===== src/rtl/msi_pkg.sv =====
package msi_pkg;
  localparam int SRC_W     = 16;
  localparam int CNT_W     = SRC_W + 1;
  localparam int DOM_W     = 8;
  localparam int PRIO_W    = 8;
  localparam int RAW_SRV_W = 16;
  localparam int SRV_W     = RAW_SRV_W - 2;
  localparam int GEN_W     = 2;

  // entry field positions (byte k = bits 8k+7:8k)
  localparam int ENT_SRV_LSB  = 0;
  localparam int ENT_PRIO_LSB = 16;
  localparam int ENT_P_BIT    = 32;
  localparam int ENT_GEN_LSB  = 33;
  localparam int ENT_Q_BIT    = 40;
  localparam int ENT_DOM_LSB  = 48;
  localparam int P_BYTE_OFF   = 4;
  localparam int Q_BYTE_OFF   = 5;
  localparam logic [PRIO_W-1:0] PRIO_MASKED = '1;

  typedef enum logic [1:0] {
    ERR_NONE   = 2'd0,
    ERR_RANGE  = 2'd1,
    ERR_TABLE  = 2'd2,
    ERR_DOMAIN = 2'd3
  } err_e;

  typedef enum logic [1:0] {
    ACT_DROP,
    ACT_SET_Q,
    ACT_SET_P
  } act_e;

  typedef enum logic [2:0] {
    S_IDLE,
    S_READ,
    S_EVAL,
    S_WRITE,
    S_SEND
  } st_e;
endpackage


===== src/rtl/msi_src_map.sv =====
module msi_src_map
  import msi_pkg::*;
#(
  parameter int ADDR_W = 48
) (
  input  logic [ADDR_W-1:0] addr_i,
  input  logic [15:0]       data_i,
  input  logic [CNT_W-1:0]  src_count_i,
  input  logic              tbl_en_i,
  input  logic [CNT_W-1:0]  tbl_len_i,
  input  logic [ADDR_W-1:0] tbl_base_i,
  input  logic              big_entry_i,
  output logic [SRC_W-1:0]  src_o,
  output logic              range_ok_o,
  output logic              tbl_ok_o,
  output logic [ADDR_W-1:0] entry_addr_o
);
  localparam int SMALL_SH = 4;
  localparam int BIG_SH   = 7;

  logic [ADDR_W-1:0] src_ext;
  logic              unused_bits;

  assign src_o      = addr_i[4 +: SRC_W] | {{(SRC_W-5){1'b0}}, data_i[4:0]};
  assign range_ok_o = {1'b0, src_o} < src_count_i;
  assign tbl_ok_o   = tbl_en_i && ({1'b0, src_o} < tbl_len_i);
  assign src_ext    = ADDR_W'(src_o);

  assign entry_addr_o = tbl_base_i +
                        (big_entry_i ? (src_ext << BIG_SH) : (src_ext << SMALL_SH));

  assign unused_bits = ^{addr_i[ADDR_W-1:4+SRC_W], addr_i[3:0], data_i[15:5]};
endmodule


===== src/rtl/msi_entry_decode.sv =====
module msi_entry_decode
  import msi_pkg::*;
(
  input  logic [63:0]       entry_i,
  input  logic              force_i,
  input  logic [DOM_W-1:0]  req_dom_i,
  output logic [SRV_W-1:0]  server_o,
  output logic [PRIO_W-1:0] prio_o,
  output logic [GEN_W-1:0]  gen_o,
  output logic              dom_ok_o,
  output act_e              act_o
);
  logic             p_bit, q_bit;
  logic [DOM_W-1:0] dom;
  logic             unused_bits;

  // low two bits of raw server are a link pointer
  assign server_o = entry_i[ENT_SRV_LSB+2 +: SRV_W];
  assign prio_o   = entry_i[ENT_PRIO_LSB +: PRIO_W];
  assign gen_o    = entry_i[ENT_GEN_LSB +: GEN_W];
  assign p_bit    = entry_i[ENT_P_BIT];
  assign q_bit    = entry_i[ENT_Q_BIT];
  assign dom      = entry_i[ENT_DOM_LSB +: DOM_W];
  assign dom_ok_o = (&req_dom_i) || (dom == req_dom_i);

  always_comb begin
    if (!force_i && q_bit)           act_o = ACT_DROP;
    else if (prio_o == PRIO_MASKED)  act_o = ACT_SET_Q;
    else if (force_i || !p_bit)      act_o = ACT_SET_P;
    else                             act_o = ACT_SET_Q;
  end

  assign unused_bits = ^{entry_i[31:24], entry_i[39:35], entry_i[47:41],
                         entry_i[63:56], entry_i[1:0]};
endmodule


===== src/rtl/msi_dispatch.sv =====
module msi_dispatch
  import msi_pkg::*;
#(
  parameter int ADDR_W = 48,
  parameter int IRQ_W  = 20
) (
  input  logic              clk_i,
  input  logic              rst_ni,
  input  logic              msi_valid_i,
  output logic              msi_ready_o,
  input  logic [ADDR_W-1:0] msi_addr_i,
  input  logic [15:0]       msi_data_i,
  input  logic [7:0]        msi_dom_i,
  input  logic              msi_force_i,
  input  logic              cfg_tbl_en_i,
  input  logic              cfg_big_entry_i,
  input  logic [ADDR_W-1:0] cfg_tbl_base_i,
  input  logic [16:0]       cfg_tbl_len_i,
  input  logic [16:0]       cfg_src_count_i,
  input  logic [IRQ_W-1:0]  cfg_src_offset_i,
  output logic              rd_req_o,
  output logic [ADDR_W-1:0] rd_addr_o,
  input  logic              rd_valid_i,
  input  logic [63:0]       rd_data_i,
  output logic              wr_req_o,
  output logic [ADDR_W-1:0] wr_addr_o,
  output logic [7:0]        wr_byte_o,
  input  logic              wr_ack_i,
  output logic              irq_valid_o,
  input  logic              irq_ready_i,
  output logic [13:0]       irq_server_o,
  output logic [IRQ_W-1:0]  irq_num_o,
  output logic [7:0]        irq_prio_o,
  output logic              err_valid_o,
  output logic [1:0]        err_code_o
);
  st_e               state_q;
  logic [SRC_W-1:0]  src_q;
  logic [ADDR_W-1:0] base_q;
  logic [63:0]       entry_q;
  logic              force_q;
  logic [DOM_W-1:0]  dom_q;
  logic [ADDR_W-1:0] wr_addr_q;
  logic [7:0]        wr_byte_q;
  logic              send_after_q;
  logic              err_valid_q;
  err_e              err_q;

  logic [SRC_W-1:0]  src;
  logic              range_ok, tbl_ok;
  logic [ADDR_W-1:0] entry_addr;
  logic [SRV_W-1:0]  server;
  logic [PRIO_W-1:0] prio;
  logic [GEN_W-1:0]  gen;
  logic              dom_ok;
  act_e              act;

  msi_src_map #(.ADDR_W(ADDR_W)) u_src_map (
    .addr_i      (msi_addr_i),
    .data_i      (msi_data_i),
    .src_count_i (cfg_src_count_i),
    .tbl_en_i    (cfg_tbl_en_i),
    .tbl_len_i   (cfg_tbl_len_i),
    .tbl_base_i  (cfg_tbl_base_i),
    .big_entry_i (cfg_big_entry_i),
    .src_o       (src),
    .range_ok_o  (range_ok),
    .tbl_ok_o    (tbl_ok),
    .entry_addr_o(entry_addr)
  );

  msi_entry_decode u_decode (
    .entry_i  (entry_q),
    .force_i  (force_q),
    .req_dom_i(dom_q),
    .server_o (server),
    .prio_o   (prio),
    .gen_o    (gen),
    .dom_ok_o (dom_ok),
    .act_o    (act)
  );

  always_ff @(posedge clk_i or negedge rst_ni) begin
    if (!rst_ni) begin
      state_q      <= S_IDLE;
      src_q        <= '0;
      base_q       <= '0;
      entry_q      <= '0;
      force_q      <= 1'b0;
      dom_q        <= '0;
      wr_addr_q    <= '0;
      wr_byte_q    <= '0;
      send_after_q <= 1'b0;
      err_valid_q  <= 1'b0;
      err_q        <= ERR_NONE;
    end else begin
      err_valid_q <= 1'b0;
      unique case (state_q)
        S_IDLE: if (msi_valid_i) begin
          src_q   <= src;
          base_q  <= entry_addr;
          force_q <= msi_force_i;
          dom_q   <= msi_dom_i;
          if (!range_ok) begin
            err_valid_q <= 1'b1;
            err_q       <= ERR_RANGE;
          end else if (!tbl_ok) begin
            err_valid_q <= 1'b1;
            err_q       <= ERR_TABLE;
          end else begin
            state_q <= S_READ;
          end
        end
        S_READ: if (rd_valid_i) begin
          entry_q <= rd_data_i;
          state_q <= S_EVAL;
        end
        S_EVAL: begin
          if (!dom_ok) begin
            err_valid_q <= 1'b1;
            err_q       <= ERR_DOMAIN;
            state_q     <= S_IDLE;
          end else begin
            unique case (act)
              ACT_SET_P: begin
                wr_addr_q    <= base_q + ADDR_W'(P_BYTE_OFF);
                wr_byte_q    <= 8'h01 | {5'b0, gen, 1'b0};
                send_after_q <= 1'b1;
                state_q      <= S_WRITE;
              end
              ACT_SET_Q: begin
                wr_addr_q    <= base_q + ADDR_W'(Q_BYTE_OFF);
                wr_byte_q    <= 8'h01;
                send_after_q <= 1'b0;
                state_q      <= S_WRITE;
              end
              default: state_q <= S_IDLE;
            endcase
          end
        end
        S_WRITE: if (wr_ack_i) state_q <= send_after_q ? S_SEND : S_IDLE;
        S_SEND:  if (irq_ready_i) state_q <= S_IDLE;
        default: state_q <= S_IDLE;
      endcase
    end
  end

  assign msi_ready_o  = (state_q == S_IDLE);
  assign rd_req_o     = (state_q == S_READ);
  assign rd_addr_o    = base_q;
  assign wr_req_o     = (state_q == S_WRITE);
  assign wr_addr_o    = wr_addr_q;
  assign wr_byte_o    = wr_byte_q;
  assign irq_valid_o  = (state_q == S_SEND);
  assign irq_server_o = server;
  assign irq_num_o    = IRQ_W'(src_q) + cfg_src_offset_i;
  assign irq_prio_o   = prio;
  assign err_valid_o  = err_valid_q;
  assign err_code_o   = err_q;
endmodule


===== config.mk =====
export PLATFORM = sky130hd
export DESIGN_NAME = msi_dispatch
export DESIGN_NICKNAME = d
export VERILOG_FILES = /design/src/rtl/msi_pkg.sv /design/src/rtl/msi_src_map.sv /design/src/rtl/msi_entry_decode.sv /design/src/rtl/msi_dispatch.sv
export SDC_FILE = /design/constraint.sdc
export NUM_CORES = 1
export LEC_CHECK = 0
export BUFFER_PORTS_ARGS = -buffer_cell sky130_fd_sc_hd__buf_2
export CAP_MARGIN = 20
export CORE_MARGIN = 1.5
export CORE_UTILIZATION = 39
export DETAILED_ROUTE_END_ITERATION = 12
export PLACE_DENSITY_LB_ADDON = 0.3
export RECOVER_POWER = 50
export SLEW_MARGIN = 10
export SYNTH_ARGS = -nofsm -noshare
export SYNTH_HDL_FRONTEND = slang
export SYNTH_SLANG_ARGS = --single-unit

===== constraint.sdc =====
create_clock -name clk_i -period 2.9 [get_ports clk_i]
set_input_delay 0.29 -clock clk_i [delete_from_list [all_inputs] [get_ports clk_i]]
set_output_delay 0.29 -clock clk_i [all_outputs]
set_load 0.01 [all_outputs]

==> summary.txt, run 1 <==
Outcome
  – Status: finished with violations
  – Failing checks: capacitance limit, slew limit, setup timing

STA
  – Tcrit/Tclk final: 103%
  – Hold Fails Final Rpt: 0
  – Final worst slack: -75.4 ps
  – Final setup skew: 24.0 ps
  – Setup TNS: -174 ps
  – Fmax: 0.336 GHz
  – Final setup viols: 3
  – Max-slew violation count: 78
  – Unrepaired setup endpoints after global routing: true
  – Worst Max-Slew Pin Slew: 2030 ps
  – Final min period: 2980 ps
  – Hold slack: 36.7 ps
  – Slew margin rel.: -35.2%

Synth
  – Most frequent cells after synthesis: nand2_1 (227), dfrtp_1 (165), o21ai_0 (77), ha_1 (68)
  – Synth async-reset ratio: 100%
  – Seq/Total Area, Yosys: 39.2%
  – Post-Synthesis Cell Area: 0.0105 mm2
  – Main combinational cell family by area after synthesis: simple AND/OR/NAND/NOR gates
  – Xor/xnor share of the synthesized area: 8.82%
  – Leading area contributor after synthesis: dfrtp_1
  – Most frequent cell after synthesis: nand2_1
  – FF+latch count, synth: 165
  – Mapped Cells: 1193
  – Area contributors post-synth: dfrtp_1 (39%), nand2_1 (8.1%), ha_1 (8.1%)
  – Synth cell types: 63
  – Post-Syn Area per Cell: 8.82 um2
  – Synth top area share: 39.2%
  – Proportion of synthesized area in mux cells: 4.47%
  – Area fraction in compound gates after synthesis: 15.8%
  – Number of synthesized flops with an enable pin: 0
  – Simple-gate share of the synthesized area: 17.7%
  – Synth warn: 0
  – Synth Area in Adders: 8.46%
  – Synth Flop Type: dfrtp_1

Clock tree
  – H-tree depth: 4
  – TritonCTS clock tree: yes
  – CTS Root Cell: clkbuf_16
  – CTS buffer count: 17
  – Longest Clk Path Bufs: 2
  – Clock latency on the worst-skew pair: 440 ps
  – Worst-path clk slew: 70 ps
  – Clock Sinks: 165

Floorplan
  – I/O pins: 400
  – Core Area: 0.0263 mm2
  – Row count: 59
  – Chip height: 167 um
  – DIE AREA: 0.0280 mm2
  – Die Width: 167 um
  – Starting Density: 40.1%

Route
  – Drt drc: 0
  – DRT Wirelength: 30800 um
  – Post-DRT Antenna Nets: 0
  – Initial drt markers: 518
  – Routed wire per std cell: 16.3 um
  – Vias/cell: 5.09
  – Detailed Routing Iterations Pass 1: 5
  – Via Count: 9601

Power and ir drop
  – Gate power share: 45.4%
  – Net Sw Frac: 42.3%
  – Power per Cell Area: 901 mW/mm2
  – Int Power: 0.00697 W
  – Pleak: 6.31 nW
  – VDD IR max: 0.380 mV
  – Sequential Power Share: 35.4%
  – Clock power frac: 19.2%
  – Final Total Pwr: 0.0121 W
  – Net Switching: 0.00510 W

Layout
  – Register area: 0.00413 mm2
  – Multi-input gate area: 0.00603 mm2
  – NumNets Final: 1851
  – Fillers: 2575
  – Share of layout cells above drive strength 1: 25.5%
  – Area delta synth->final: 27.3%

Global routing
  – Largest net degree at the start of global routing: 105
  – Number of global-route vias before repair: 9298
  – First-pass GRT wire length: 48300 um
  – Initial antenna violation count: 3
  – GRT overflow: 0
  – Total track usage: 21.8%

Worst setup path
  – CP startpoint kind: flop
  – Worst EP required: 2610 ps
  – Reg2reg setup slack: 240 ps
  – Crit path arrival time: 2690 ps
  – Worst-path fanout max: 2
  – Setup crit end kind: primary output
  – Critical path class: flop to primary output

Placed design
  – DPL Wire Length: 23800 um
  – # port buffers: 321
  – Gpl congestion: 0.902

Min path
  – Worst hold path type: input port to flop

Run
  – Max-cap viol count: 1
path summary, 6_finish.rpt:
path / start / to / cells past startpoint
max: src_q[0] / irq_num_o[18] / 11
min: cfg_tbl_base_i[0] / rd_addr_o[0] / 3
max reg2reg: rd_addr_o[9] / wr_addr_o[43] / 7
min reg2reg: wr_addr_o[6] / wr_addr_o[6] / 2
max in group asynchronous: rst_ni / rd_addr_o[4] / 3
min in group asynchronous: rst_ni / wr_addr_o[29] / 2
repair_timing:
item,4_1_cts,5_1_grt
resized for setup,17,24
hold endpoints to repair,75,0
gates cloned,0,0
setup endpoints to repair,10,11
buffers inserted,2,9
hold buffers,1,0
pin swaps,12,11
power groups by stage:
stage / Clock [W] / Combinational, W / Sequential [W]
after floorplan: 0 / 0.00317 / 0.00438
after global placement: 0 / 0.00526 / 0.00425
after detailed placement: 0 / 0.00536 / 0.00429
after CTS: 0.00238 / 0.00547 / 0.00424
after global routing: 0.00247 / 0.00607 / 0.00443
final: 0.00232 / 0.00548 / 0.00427
flip-flops by register name, summed over array words and instances, names as in the netlist:
| register | flops |
|---|---|
| rd_addr_o | 48 |
| wr_addr_o | 48 |
| entry_q | 34 |
| src_q | 16 |
| dom_q | 8 |
| state_q | 3 |
| wr_byte_o | 3 |
| err_code_o | 2 |
| err_valid_o | 1 |
| force_q | 1 |
| send_after_q | 1 |
metal layers:
metal  global-route usage, %  up-vias  part of all wire, %
li1                        -     4798                    -
met1                    28.3     4423                   45
met2                    35.3      315                   46
met3                    3.92       63                  5.1
met4                    10.3        2                  4.0
met5                       0        -                0.039
cell type report:
cell class,instances,share of cell area [%]
flip-flops and latches,165,30.8
repair buffers,388,15.0
clock inverters,15,1.32
diodes,3,0.0560
multi-input cells,906,45.0
inverters,56,1.57
clock buffers,17,3.18
well taps,335,3.13
through the flow:
stage | setup slack, ps | cells | instance area [um2] | utilization (%)
final | -75.4 | 1885 | 13400 | 51.0
after CTS | -119 | 1875 | 13400 | 50.8
after global routing | -221 | 1884 | 13400 | 51.0
after floorplan | 35.0 | 1197 | 10600 | -
after global placement | -83.3 | 1840 | 12700 | 48.3
after detailed placement | -53.9 | 1840 | 12700 | 48.3
kinds of logic after synthesis:
family	Yosys count
mux	42
xor+xnor	106
buf+inv	126
compound gates	272
other cells	1
simple gates	411
fa+ha+maj	70
flops	165
worst max-delay path: stages (launching register included):
cell	delay, ps
dfrtp_1	410
ha_2	210
inv_2	40
fa_2	340
nor2b_2	130
o31a_1	180
o2111ai_2	140
a21oi_2	200
a41oi_2	150
a21oi_2	170
xor2_1	140
buf_2	150
cells in the final DEF, fill, tap and decap left out, types with 55 or more instances in the layout:
| master | synthesis | final |
|---|---|---|
| inv_1 | 56 | 55 |
| buf_4 | 28 | 63 |
| nor2_1 | 57 | 56 |
| buf_2 | 3 | 213 |
| clkbuf_1 | 38 | 107 |
| o21ai_0 | 77 | 73 |
| ha_1 | 68 | 61 |
| dfrtp_1 | 165 | 165 |
| nand2_1 | 227 | 226 |
| xor2_1 | 55 | 55 |
(Power assumes the default switching activity.)
==> inputs of run 2 (changes only) <==
Settings changed: PLACE_DENSITY set to 0.72, PLACE_DENSITY_LB_ADDON 0.3 to unset, RECOVER_POWER 50 to unset.
==> summary.txt, run 2 (synthesis results as in run 1) <==
STA
  – Worst Max-Slew Pin Slew: 593 ps
  – Final worst slack: -77.5 ps
  – Final setup viols: 3
  – Unrepaired setup endpoints after global routing: true
  – Max-slew violation count: 0
  – Fmax: 0.336 GHz
  – Tcrit/Tclk final: 103%
  – Slew margin rel.: 60.5%
  – Hold Fails Final Rpt: 0
  – Final setup skew: 20.6 ps
  – Final min period: 2980 ps

Layout
  – Most common cell after layout, fill and taps aside: buf_2
  – Commonest cells after routing, fill and taps aside: buf_2 (320), nand2_1 (226), dfrtp_1 (165)
  – Fin area: 0.0136 mm2
  – Area delta synth->final: 28.7%
  – NumNets Final: 1861
  – Fillers: 2483
  – Share of layout cells above drive strength 1: 32.6%
  – Finished Layout Cells: 1894
  – Fin util: 51.6%

Global routing
  – Number of global-route vias before repair: 9427
  – GRT overflow: 0
  – Initial antenna violation count: 2
  – Largest net degree at the start of global routing: 105
  – Total track usage: 22.5%
  – First-pass GRT wire length: 49400 um

Clock tree
  – TritonCTS clock tree: yes
  – CTS Root Cell: clkbuf_16
  – Longest Clk Path Bufs: 2
  – Clock Sinks: 165
  – Worst-path clk slew: 80 ps
  – CTS buffer count: 17
  – Clock latency on the worst-skew pair: 440 ps
  – H-tree depth: 4

Worst setup path
  – Worst EP required: 2610 ps
  – Reg2reg setup slack: 380 ps
  – WP buf/inv: 2
  – Crit-path slowest cell: dfrtp_1
  – CP cell instances: ha_2 -> inv_2 -> fa_2 -> nor2b_2 -> o31a_1 -> o2111ai_2 -> a21oi_2 -> a41oi_2 -> and2_1 -> xnor2_1 -> buf_2
  – Worst-path fanout max: 2
  – Reg2reg start: rd_addr_o[11]
  – Setup crit end kind: primary output
  – CP top delay family: compound AO/OA/AOI/OAI gates
  – Critical path class: flop to primary output
  – CP startpoint kind: flop
  – Worst Setup SP: src_q[0]
  – Crit path arrival time: 2690 ps
  – Max incr delay on CP: 380 ps

Placed design
  – Gpl congestion: 0.923
  – DP Cell Count: 1850
  – DPL Wire Length: 24500 um
  – Placement Cell Area: 0.0127 mm2
  – # port buffers: 321
  – Placement Setup Slack: -118 ps

Power and ir drop
  – Power per Cell Area: 904 mW/mm2
  – VDD IR max: 0.453 mV
  – Pleak: 6.74 nW

Outcome
  – Status: finished with violations
  – Failing checks: setup timing

Route
  – Via Count: 9867
  – Drt drc: 0
  – Detailed Routing Iterations Pass 1: 5
  – DRT Wirelength: 31600 um
  – Post-DRT Antenna Nets: 0
  – Routed wire per std cell: 16.7 um
  – Initial drt markers: 635
  – Vias/cell: 5.21

Floorplan
  – Core Area: 0.0263 mm2
  – Chip height: 167 um
  – I/O pins: 400
  – Row count: 59
  – Die Width: 167 um
  – Starting Density: 40.1%
  – DIE AREA: 0.0280 mm2

Min path
  – Hold_sp: cfg_tbl_base_i[0]
  – Worst hold path type: input port to flop

Run
  – Max-cap viol count: 0
[run 2: area by class of cell]
class | instances | area [um2] | area share, %
Multi-Input combinational cell | 906 | 5980 | 44.1
Sequential cell | 165 | 4130 | 30.5
Timing Repair Buffer | 398 | 2220 | 16.4
Clock buffer | 18 | 439 | 3.24
Tap cell | 335 | 419 | 3.09
Inverter | 56 | 210 | 1.55
Clock inverter | 14 | 150 | 1.11
Antenna cell | 2 | 5.00 | 0.0369
[run 2: worst paths after layout]
kind,end,depth (start not counted)
hold reg to reg,wr_byte_o[0],1
max in group asynchronous,wr_addr_o[12],3
hold / removal,rd_addr_o[0],3
setup / recovery,irq_num_o[16],11
setup reg to reg,wr_addr_o[33],7
min in group asynchronous,wr_addr_o[31],2
[run 2: timing repair]
action                                 4_1_cts  5_1_grt
resized for setup                           18       17
setup endpoints to repair                    8        8
buffers inserted                             1        8
hold buffers                                 1        0
endpoints found under the hold margin       53        0
pin swaps                                   10       18
[run 2: per-layer routing]
metal | track usage (%) | share of wire [%]
met2 | 37.9 | 47
met5 | 0 | 0
met3 | 3.38 | 5.1
met1 | 28.2 | 44
met4 | 11.1 | 4.4
[run 2: power breakdown]
part	switching [W]	total (W)	leakage [nW]	internal, W
clock	0.00111	0.00228	0.285	0.00118
sequential	0.000941	0.00427	2.09	0.00333
combinational	0.00311	0.00570	4.37	0.00259
total	0.00516	0.0123	6.74	0.00709
[run 2: per-stage QoR]
stage / hold WS (ps) / power [W] / TNS (ps)
after CTS: 29.3 / 0.0121 / -200
after detailed placement: 307 / 0.00973 / -254
after global placement: 306 / 0.00955 / -93.0
after floorplan: -5.59 / 0.00755 / 0
after global routing: 40.1 / 0.0131 / -1060
final: 39.9 / 0.0123 / -180
[run 2: tightest hold or removal path, cell delays in order]
cell and delay, ps:
buf_2 70, nand2_1 40, nand2_1 50
